**src/rtl/raster_pkg.sv**
```systemverilog
package raster_pkg;

    typedef enum logic {
        SCAN_NORMAL = 1'b0,
        SCAN_TALL   = 1'b1
    } scan_mode_e;

    // Decoded state of one raster axis
    typedef struct packed {
        logic active;  // inside the visible window on this axis
        logic sync;    // inside the sync pulse on this axis
        logic last;    // counter is about to wrap on this step
    } axis_flags_t;

    typedef struct packed {
        scan_mode_e mode;  // mode used by the frame in progress
        logic       pend;  // value that the next frame will use
    } mode_state_t;

endpackage

```
**src/rtl/raster_hctr.sv**
```systemverilog
module raster_hctr
    import raster_pkg::*;
#(
    parameter int LBORD = 69,
    parameter int ACT   = 496,
    parameter int RBORD = 43,
    parameter int SYNC  = 48,
    parameter int W     = 10
) (
    input  logic         clk,
    input  logic         rst_n,
    input  logic         pix_en,
    output logic [W-1:0] pos,
    output axis_flags_t  flags
);

    localparam int TOTAL = LBORD + ACT + RBORD + SYNC;
    localparam logic [W-1:0] LAST    = W'(TOTAL - 1);
    localparam logic [W-1:0] ACT_LO  = W'(LBORD);
    localparam logic [W-1:0] ACT_HI  = W'(LBORD + ACT - 1);
    localparam logic [W-1:0] SYNC_LO = W'(LBORD + ACT + RBORD);

    typedef struct packed {
        logic [W-1:0] pos;
    } hstate_t;

    hstate_t st_d, st_q;

    always_comb begin
        st_d = st_q;
        if (pix_en) begin
            st_d.pos = (st_q.pos == LAST) ? '0 : st_q.pos + 1'b1;
        end
    end

    always_ff @(posedge clk or negedge rst_n) begin
        if (!rst_n) st_q <= '0;
        else        st_q <= st_d;
    end

    assign pos          = st_q.pos;
    assign flags.active = (st_q.pos >= ACT_LO) && (st_q.pos <= ACT_HI);
    assign flags.sync   = (st_q.pos >= SYNC_LO);
    assign flags.last   = pix_en && (st_q.pos == LAST);

    assert_h_bound_R1: assert property (@(posedge clk) disable iff (!rst_n)
        st_q.pos <= LAST);

    assert_h_wrap_R1: assert property (@(posedge clk) disable iff (!rst_n)
        (pix_en && st_q.pos == LAST) |=> (st_q.pos == '0));

    assert_h_hold_R9: assert property (@(posedge clk) disable iff (!rst_n)
        !pix_en |=> $stable(st_q.pos));

endmodule

```
**src/rtl/raster_vctr.sv**
```systemverilog
module raster_vctr
    import raster_pkg::*;
#(
    parameter int TBORD      = 25,
    parameter int ACT        = 384,
    parameter int BBORD      = 11,
    parameter int SYNC       = 4,
    parameter int TALL_LINES = 512,
    parameter int TALL_SYNC  = 508,
    parameter int W          = 9
) (
    input  logic         clk,
    input  logic         rst_n,
    input  logic         step,
    input  scan_mode_e   mode,
    output logic [W-1:0] pos,
    output axis_flags_t  flags
);

    localparam int NORM_TOTAL = TBORD + ACT + BBORD + SYNC;
    localparam logic [W-1:0] NORM_LAST    = W'(NORM_TOTAL - 1);
    localparam logic [W-1:0] TALL_LAST    = W'(TALL_LINES - 1);
    localparam logic [W-1:0] ACT_LO       = W'(TBORD);
    localparam logic [W-1:0] NORM_ACT_HI  = W'(TBORD + ACT - 1);
    localparam logic [W-1:0] NORM_SYNC_LO = W'(TBORD + ACT + BBORD);
    localparam logic [W-1:0] TALL_SYNC_LO = W'(TALL_SYNC);

    typedef struct packed {
        logic [W-1:0] pos;
    } vstate_t;

    vstate_t      st_d, st_q;
    logic [W-1:0] last_line;

    always_comb begin
        last_line = (mode == SCAN_TALL) ? TALL_LAST : NORM_LAST;
        st_d      = st_q;
        if (step) begin
            st_d.pos = (st_q.pos == last_line) ? '0 : st_q.pos + 1'b1;
        end
    end

    always_ff @(posedge clk or negedge rst_n) begin
        if (!rst_n) st_q <= '0;
        else        st_q <= st_d;
    end

    always_comb begin
        if (mode == SCAN_TALL) begin
            // Misaligned window: visible all the way through vertical sync
            flags.active = (st_q.pos >= ACT_LO);
            flags.sync   = (st_q.pos >= TALL_SYNC_LO);
        end else begin
            flags.active = (st_q.pos >= ACT_LO) && (st_q.pos <= NORM_ACT_HI);
            flags.sync   = (st_q.pos >= NORM_SYNC_LO);
        end
        flags.last = step && (st_q.pos == last_line);
    end

    assign pos = st_q.pos;

    assert_v_hold_R2: assert property (@(posedge clk) disable iff (!rst_n)
        !step |=> $stable(st_q.pos));

    assert_v_bound_R2: assert property (@(posedge clk) disable iff (!rst_n)
        (mode == SCAN_NORMAL) |-> (st_q.pos <= NORM_LAST));

    assert_v_bound_R6: assert property (@(posedge clk) disable iff (!rst_n)
        (mode == SCAN_TALL) |-> (st_q.pos <= TALL_LAST));

endmodule

```
**src/rtl/raster_timer.sv**
```systemverilog
module raster_timer
    import raster_pkg::*;
#(
    parameter int H_LBORD   = 69,
    parameter int H_ACT     = 496,
    parameter int H_RBORD   = 43,
    parameter int H_SYNC    = 48,
    parameter int V_TBORD   = 25,
    parameter int V_ACT     = 384,
    parameter int V_BBORD   = 11,
    parameter int V_SYNC    = 4,
    parameter int TALL_LINES = 512,
    parameter int TALL_SYNC  = 508,
    localparam int HTOTAL = H_LBORD + H_ACT + H_RBORD + H_SYNC,
    localparam int VNORM  = V_TBORD + V_ACT + V_BBORD + V_SYNC,
    localparam int VMAX   = (TALL_LINES > VNORM) ? TALL_LINES : VNORM,
    localparam int HW     = $clog2(HTOTAL),
    localparam int VW     = $clog2(VMAX),
    localparam int XW     = $clog2(H_ACT),
    localparam int YSPAN  = ((TALL_LINES - V_TBORD) > V_ACT) ? (TALL_LINES - V_TBORD) : V_ACT,
    localparam int YW     = $clog2(YSPAN)
) (
    input  logic          clk,
    input  logic          rst_n,
    input  logic          pix_en,
    input  logic          mode_we,
    input  logic          mode_wdata,
    output logic          hsync_n,
    output logic          vsync_n,
    output logic          blank_n,
    output logic [XW-1:0] beam_x,
    output logic [YW-1:0] beam_y,
    output logic          sof,
    output logic          erase_req
);

    logic [HW-1:0] h_pos;
    logic [VW-1:0] v_pos;
    axis_flags_t   h_flags, v_flags;
    mode_state_t   ms_d, ms_q;

    raster_hctr #(
        .LBORD(H_LBORD), .ACT(H_ACT), .RBORD(H_RBORD), .SYNC(H_SYNC), .W(HW)
    ) hctr_i (
        .clk   (clk),
        .rst_n (rst_n),
        .pix_en(pix_en),
        .pos   (h_pos),
        .flags (h_flags)
    );

    raster_vctr #(
        .TBORD(V_TBORD), .ACT(V_ACT), .BBORD(V_BBORD), .SYNC(V_SYNC),
        .TALL_LINES(TALL_LINES), .TALL_SYNC(TALL_SYNC), .W(VW)
    ) vctr_i (
        .clk  (clk),
        .rst_n(rst_n),
        .step (h_flags.last),
        .mode (ms_q.mode),
        .pos  (v_pos),
        .flags(v_flags)
    );

    // Mode register: store at once, apply at frame end
    always_comb begin
        ms_d = ms_q;
        if (v_flags.last) ms_d.mode = scan_mode_e'(ms_q.pend);
        if (mode_we)      ms_d.pend = mode_wdata;
    end

    always_ff @(posedge clk or negedge rst_n) begin
        if (!rst_n) ms_q <= '{mode: SCAN_NORMAL, pend: 1'b0};
        else        ms_q <= ms_d;
    end

    assign hsync_n   = ~h_flags.sync;
    assign vsync_n   = ~v_flags.sync;
    assign blank_n   = h_flags.active & v_flags.active;
    assign beam_x    = h_flags.active ? XW'(h_pos - HW'(H_LBORD)) : '0;
    assign beam_y    = v_flags.active ? YW'(v_pos - VW'(V_TBORD)) : '0;
    assign sof       = pix_en && (h_pos == '0) && (v_pos == '0);
    assign erase_req = sof && (ms_q.mode == SCAN_NORMAL);

    assert_mode_boundary_R10: assert property (@(posedge clk) disable iff (!rst_n)
        !v_flags.last |=> $stable(ms_q.mode));

    assert_sof_single_R7: assert property (@(posedge clk) disable iff (!rst_n)
        sof |=> !sof);

    assert_sync_blanked_R3: assert property (@(posedge clk) disable iff (!rst_n)
        (!vsync_n && ms_q.mode == SCAN_NORMAL) |-> !blank_n);

    assert_erase_origin_R8: assert property (@(posedge clk) disable iff (!rst_n)
        erase_req |-> (sof && !blank_n && !hsync_n == 1'b0));

endmodule

```
**config.mk**
```make
export PLATFORM = sky130hd
export DESIGN_NAME = raster_timer
export DESIGN_NICKNAME = d
export VERILOG_FILES = /design/src/rtl/raster_pkg.sv /design/src/rtl/raster_hctr.sv /design/src/rtl/raster_vctr.sv /design/src/rtl/raster_timer.sv
export SDC_FILE = /design/constraint.sdc
export NUM_CORES = 1
export LEC_CHECK = 0
export ABC_AREA = 1
export CAP_MARGIN = 40
export CORE_ASPECT_RATIO = 0.9
export CORE_MARGIN = 5
export CORE_UTILIZATION = 50
export DETAILED_ROUTE_END_ITERATION = 10
export DONT_BUFFER_PORTS = 1
export GPL_TIMING_DRIVEN = 0
export REMOVE_ABC_BUFFERS = 1
export SLEW_MARGIN = 30
export SYNTH_ARGS = -nofsm -noshare
export SYNTH_HDL_FRONTEND = slang
export SYNTH_SLANG_ARGS = --single-unit
```
**constraint.sdc**
```tcl
create_clock -name clk -period 3.46 [get_ports clk]
set_input_delay 0.692 -clock clk [delete_from_list [all_inputs] [get_ports clk]]
set_output_delay 0.692 -clock clk [all_outputs]
set_load 0.005 [all_outputs]
```
==> results.md, run 1 <==
- Clk Latency, worst-skew pair: 0.26 ns
- Worst reg2reg path depth: 6
- Vias: 1667
- Hold_buf cts: 0
- Layout cells sized above 1: 0.0956
- First-pass GRT wire length: 7130 um
- Seq/Total Area, Yosys: 0.283
- Status: completed
- Filler cells: 365
- HPWL after DPL: 3400 um
- Pin slew with the least headroom to its limit: 0.429 ns
- Die area: 0.00504 mm2
- Vias in the first global route: 1469
- Critical path peak fanout: 10
- Most common cell after layout, fill and taps aside: nand2_1
- Max Clk Rate: 388 MHz
- Flop-to-flop setup slack: 1.89 ns
- CP endpoint kind: output pin
- Die Y: 67.8 um
- RSZ-0062 raised after global routing: false
- Worst vdd ir: 0.309 mV
- Final Wtd Congestion: 0.838
- Pre-antenna DRT Iters: 4
- Row Count: 21
- H-tree levels: 1
- Synth Register Bits: 21
- Root buf cell: clkbuf_8
- CTS tree: yes
- Unique cell type count in the Yosys netlist: 29
- Startpoint Class: register
- Worst Hold Class: in2async
- Largest net degree at the start of global routing: 22
- Post-CTS Resized: 0
- Syn. warnings: 0
- Via-to-Cell Ratio: 5.24
- Post-Synthesis Cells: 274
- Final antenna-violating net count: 0
- Num CTS Buffers: 3
- Syn Area/Cell: 6.78 um2
- Crit Path Category: reg2out
- Critical Path RT: 2.77 ns
- Reg2reg end: vctr_i.pos[6]
- Core Footprint: 0.00365 mm2
- Area growth, synth to finish: 3.57%
- P per Cell Area: 386 mW/mm2
- Wire per inst: 13.6 um
- Routed WL: 4310 um
- Period utilization: 0.745
- Initial Util: 0.509
- Post-Syn Area: 0.00186 mm2
- Max Slew Vio Count: 0
- # DRC: 0
- Final core utilization: 0.527
- Final setup violation count: 0
- LEAKAGE: 0.954 nW
- Initial antenna violation count: 0
- CTS sink count: 21
- Most frequent cells in the layout: nand2_1, nor2_1, inv_1, nand3_1, dfrtp_1
- Worst EP arrival: 1.88 ns
- RR Startpoint: hctr_i.pos[0]
- Starting DRT DRC Count: 130
- Reg clk slew, reported paths: 0.08 ns
- Hold Fails Final Rpt: 0
- Die span in x: 74.3 um
- Final Skew: 0.00174 ns
- Antenna Cells: 0
- Setup TNS: 0 ns
- Top Ports: 28
- Clock Path Buffers: 2
- Final min period: 2.58 ns
- Total grt overflow: 0
- Port Buffers: 0
- Layout net count: 286
- Slew headroom: 0.711
- Setup Fix Bufs, Post-CTS: 0
- Max cap viols: 0
- GRT Total Usage: 0.188
## synthesized netlist by cell type
cell type,count,area [um2]
nand3_1,22,110
nor3_1,6,30.0
nand3_4,1,17.5
o2111ai_1,1,8.76
clkinv_2,2,10.0
inv_2,3,11.3
a31oi_1,1,6.26
nand3b_1,2,15.0
o21bai_1,1,7.51
nor2_4,2,22.5
nand2_2,6,37.5
nor2_1,45,169
buf_4,4,30.0
dfrtp_1,21,526
a21oi_1,3,15.0
inv_1,34,128
or2_4,1,8.76
mux2_2,1,11.3
o21ai_0,15,75.1
xnor2_1,1,8.76
nand2_1,66,248
buf_2,2,10.0
nor3_2,2,20.0
a21boi_4,1,18.8
nand4_4,2,42.5
ha_1,8,100
nand4_1,6,37.5
xor2_1,14,123
nand2_4,1,11.3
## flip-flops by register name (all words and copies together) (netlist names)
register / flops
hctr_i.pos: 10
vctr_i.pos: 9
ms_q: 2
## worst max path at each step
stage / to / from / cells after the start
after global placement: beam_x[7] / hctr_i.pos[0] / 8
final: blank_n / hctr_i.pos[0] / 8
after global routing: beam_x[7] / hctr_i.pos[0] / 8
after CTS: beam_x[0] / hctr_i.pos[0] / 8
after floorplan: beam_x[0] / hctr_i.pos[0] / 8
after detailed placement: beam_x[0] / hctr_i.pos[0] / 8
## metal layers
layer / GRT usage / wire [um] / up-vias
met5: 0 / 0 / -
met4: 0.0400 / 27 / 0
met3: 0.0352 / 278 / 2
met2: 0.264 / 1750 / 42
met1: 0.295 / 2250 / 764
li1: - / - / 859
## cells by family (layout without fill, tap and decap cells)
kind of cell             Yosys count  count (layout)  share of synthesized area
AND/OR/NAND/NOR                  162             162                      0.414
buffers and inverters             45              43                      0.102
AO/OA/AOI/OAI                     22              22                     0.0707
flip-flops                        21              21                      0.283
XOR/XNOR                          15              15                     0.0707
adder cells (fa/ha/maj)            8               8                     0.0539
multiplexers                       1               1                    0.00606
## critical path, cell delays in order (launching register included)
cell      delay [ns]
dfrtp_1         0.50
inv_1           0.13
ha_1            0.24
or2_4           0.27
nand2_1         0.08
nand2_2         0.08
nand2_2         0.09
a21boi_4        0.09
nor2_1          0.14
## stage by stage
| stage | hold slack (ns) | std cells | total power [mW] | cell area, um2 | setup WS (ns) |
|---|---|---|---|---|---|
| floorplan | 0.396 | 268 | 0.524 | 1820 | 1.37 |
| CTS | 0.0958 | 318 | 0.753 | 1920 | 0.840 |
| detailed placement | 0.397 | 314 | 0.580 | 1880 | 1.13 |
| global placement | 0.397 | 314 | 0.575 | 1880 | 1.16 |
| global route | 0.0922 | 318 | 0.797 | 1920 | 0.697 |
| finish | 0.113 | 318 | 0.742 | 1920 | 0.884 |
## layout make-up
| type | count | area (um2) | area share |
|---|---|---|---|
| Clock buffer | 3 | 41.3 | 0.0215 |
| Inverter | 39 | 149 | 0.0774 |
| Sequential cell | 21 | 526 | 0.273 |
| Clock inverter | 1 | 7.51 | 0.00390 |
| Tap cell | 46 | 57.6 | 0.0299 |
| Multi-Input combinational cell | 208 | 1140 | 0.594 |
## power breakdown
group,internal [mW],switching [mW]
clock network,0.0814,0.0858
logic,0.0874,0.162
registers,0.274,0.0522
Power figures use the tool's default switching activity.
==> run 2, diff against run 1 <==
- clock period: 3.46 -> 2.59 ns (I/O delays scaled with it)
==> results.md, run 2 (synthesis gave the netlist of run 1 again) <==
- Final setup violation count: 0 (unchanged)
- Status: completed (unchanged)
- Period utilization: 0.931
- Final Cell Area: 0.00193 mm2 (was 0.00192 mm2)
- Cell family with most CP delay: simple AND/OR/NAND/NOR gates (unchanged)
- Switching Share: 0.406 (was 0.404)
- Pre-antenna DRT Iters: 4 (unchanged)
- Clk Latency, worst-skew pair: 0.26 ns (about the same)
- Internal: 592 uW (was 443 uW)
- CTS sink count: 21 (unchanged)
- Root buf cell: clkbuf_8 (unchanged)
- Most common cell after layout, fill and taps aside: nand2_1 (unchanged)
- Vias in the first global route: 1475 (was 1469)
- Fin cells: 319 (was 318)
- Row Count: 21 (unchanged)
- Antenna Cells: 0 (unchanged)
- Wire per inst: 13.5 um (was 13.6 um)
- Psw: 405 uW (was 300 uW)
- Die Y: 67.8 um (unchanged)
- Flop-to-flop setup slack: 1.02 ns (was 1.89 ns)
- P per Cell Area: 517 mW/mm2 (was 386 mW/mm2)
- Hold Fails Final Rpt: 0 (unchanged)
- Max reg flops: 10 (unchanged)
- Initial Util: 0.509 (unchanged)
- RSZ-0062 raised after global routing: false (unchanged)
- Port Buffers: 0 (unchanged)
- CP max-delay cell: dfrtp_1 (unchanged)
- Num CTS Buffers: 3 (unchanged)
- First-pass GRT wire length: 7160 um (was 7130 um)
- Sequential share of power: 0.437 (was 0.439)
- Clock power share: 0.224 (was 0.225)
- Dpl cell area: 0.00188 mm2 (unchanged)
- Buf+Inv Stages, Crit Path: 1 (unchanged)
- Worst Hold Class: in2async (unchanged)
- CP dominant cell by count: nand2_2 (unchanged)
- Total grt overflow: 0 (unchanged)
- Initial antenna violation count: 0 (unchanged)
- Die area: 0.00504 mm2 (unchanged)
- Post-CTS Resized: 0 (unchanged)
- Final Skew: 0.00234 ns (was 0.00174 ns)
- Clock Path Buffers: 2 (unchanged)
- Top Ports: 28 (unchanged)
- Setup Fix Bufs, Post-CTS: 0 (unchanged)
- Vias: 1686 (was 1667)
- Hold_buf cts: 1 (was 0)
- Final Wtd Congestion: 0.838 (unchanged)
- Reg with most FFs: hctr_i.pos (unchanged)
- Comb power frac: 0.339 (was 0.335)
- Starting DRT DRC Count: 142 (was 130)
- Largest net degree at the start of global routing: 22 (unchanged)
- Worst EP arrival: 1.89 ns (was 1.88 ns)
- Slew headroom: 0.664 (was 0.711)
- Reg clk slew, reported paths: 0.08 ns (about the same)
- Area growth, synth to finish: 3.84% (was 3.57%)
- Die span in x: 74.3 um (unchanged)
- Layout cells sized above 1: 0.0989 (was 0.0956)
- Final antenna-violating net count: 0 (unchanged)
- Critical Path RT: 2.07 ns (was 2.77 ns)
- H-tree levels: 1 (unchanged)
- Max Slew Vio Count: 0 (unchanged)
- CP endpoint kind: output pin (unchanged)
- # DRC: 0 (unchanged)
- Via-to-Cell Ratio: 5.29 (was 5.24)
- Startpoint Class: register (unchanged)
- Most frequent cells in the layout: nand2_1, nor2_1, inv_1, nand3_1, dfrtp_1 (unchanged)
- Routed WL: 4320 um (was 4310 um)
- Layout net count: 287 (was 286)
- Crit Path Category: reg2out (unchanged)
- LEAKAGE: 0.958 nW (was 0.954 nW)
- HPWL after DPL: 3400 um (unchanged)
- Critical path peak fanout: 10 (unchanged)
- CTS tree: yes (unchanged)
- Pin slew with the least headroom to its limit: 0.505 ns (was 0.429 ns)
- Design Power: 997 uW (was 742 uW)
- Placed insts: 314 (unchanged)
- Setup TNS: 0 ns (unchanged)
- CP Cell Sequence: inv_1 -> ha_1 -> or2_4 -> nand2_1 -> nand2_2 -> nand2_2 -> a21boi_4 -> nor2_1 (unchanged)
- Final min period: 2.41 ns
- Worst vdd ir: 0.413 mV (was 0.309 mV)
- Largest regs: hctr_i.pos x10, vctr_i.pos x9, ms_q x2 (unchanged)
- Filler cells: 367 (was 365)
- CP peak stage delay: 0.50 ns (about the same)
- Max Clk Rate: 415 MHz
- Core Footprint: 0.00365 mm2 (unchanged)
- GRT Total Usage: 0.188 (unchanged)
- Max cap viols: 0 (unchanged)
[run 2: cell types whose count changed in the layout (fill, tap and decap cells not counted)]
cell	delta
buf_2	+1
[run 2: through the flow]
stage	worst slack [ns]	util	hold slack, ns
after global placement	0.468	0.514	0.223
after global routing	0.00242	0.528	0.238
after CTS	0.144	0.530	0.338
final	0.179	0.528	0.214
after detailed placement	0.438	0.514	0.223
after floorplan	0.674	-	0.222
[run 2: power by group through the flow]
stage	Sequential (mW)	Clock [mW]	Combinational, mW
floorplan	0.424	0	0.276
CTS	0.435	0.237	0.343
global route	0.445	0.244	0.384
global placement	0.441	0	0.327
detailed placement	0.442	0	0.333
finish	0.436	0.224	0.338
[run 2: per-layer routing]
layer  vias up  GRT usage  part of all wire  wire length, um
met5         -          0                 0                0
met4         0     0.0400            0.0063               27
met3         2     0.0338             0.066              283
met2        40      0.263              0.41             1760
met1       782      0.297              0.52             2250
li1        862          -                 -                -
[run 2: final timing paths]
| check | startpoint | end | depth (start not counted) |
|---|---|---|---|
| hold / removal | rst_n | vctr_i.pos[4] | 1 |
| max in group asynchronous | rst_n | vctr_i.pos[5] | 1 |
| setup / recovery | hctr_i.pos[0] | beam_x[0] | 8 |
| hold reg to reg | ms_q[0] | ms_q[1] | 2 |
| setup reg to reg | hctr_i.pos[0] | vctr_i.pos[2] | 6 |
| min in group clk | pix_en | hctr_i.pos[1] | 1 |
[run 2: cell type report]
cell class                 instances  area (um2)  share of cell area
tap                               46        57.6              0.0298
clock buffer                       3        41.3              0.0214
multi-input combinational        208        1140               0.593
timing repair buffer               1        5.00             0.00259
sequential                        21         526               0.272
clock inverter                     1        7.51             0.00389
inverter                          39         149              0.0772
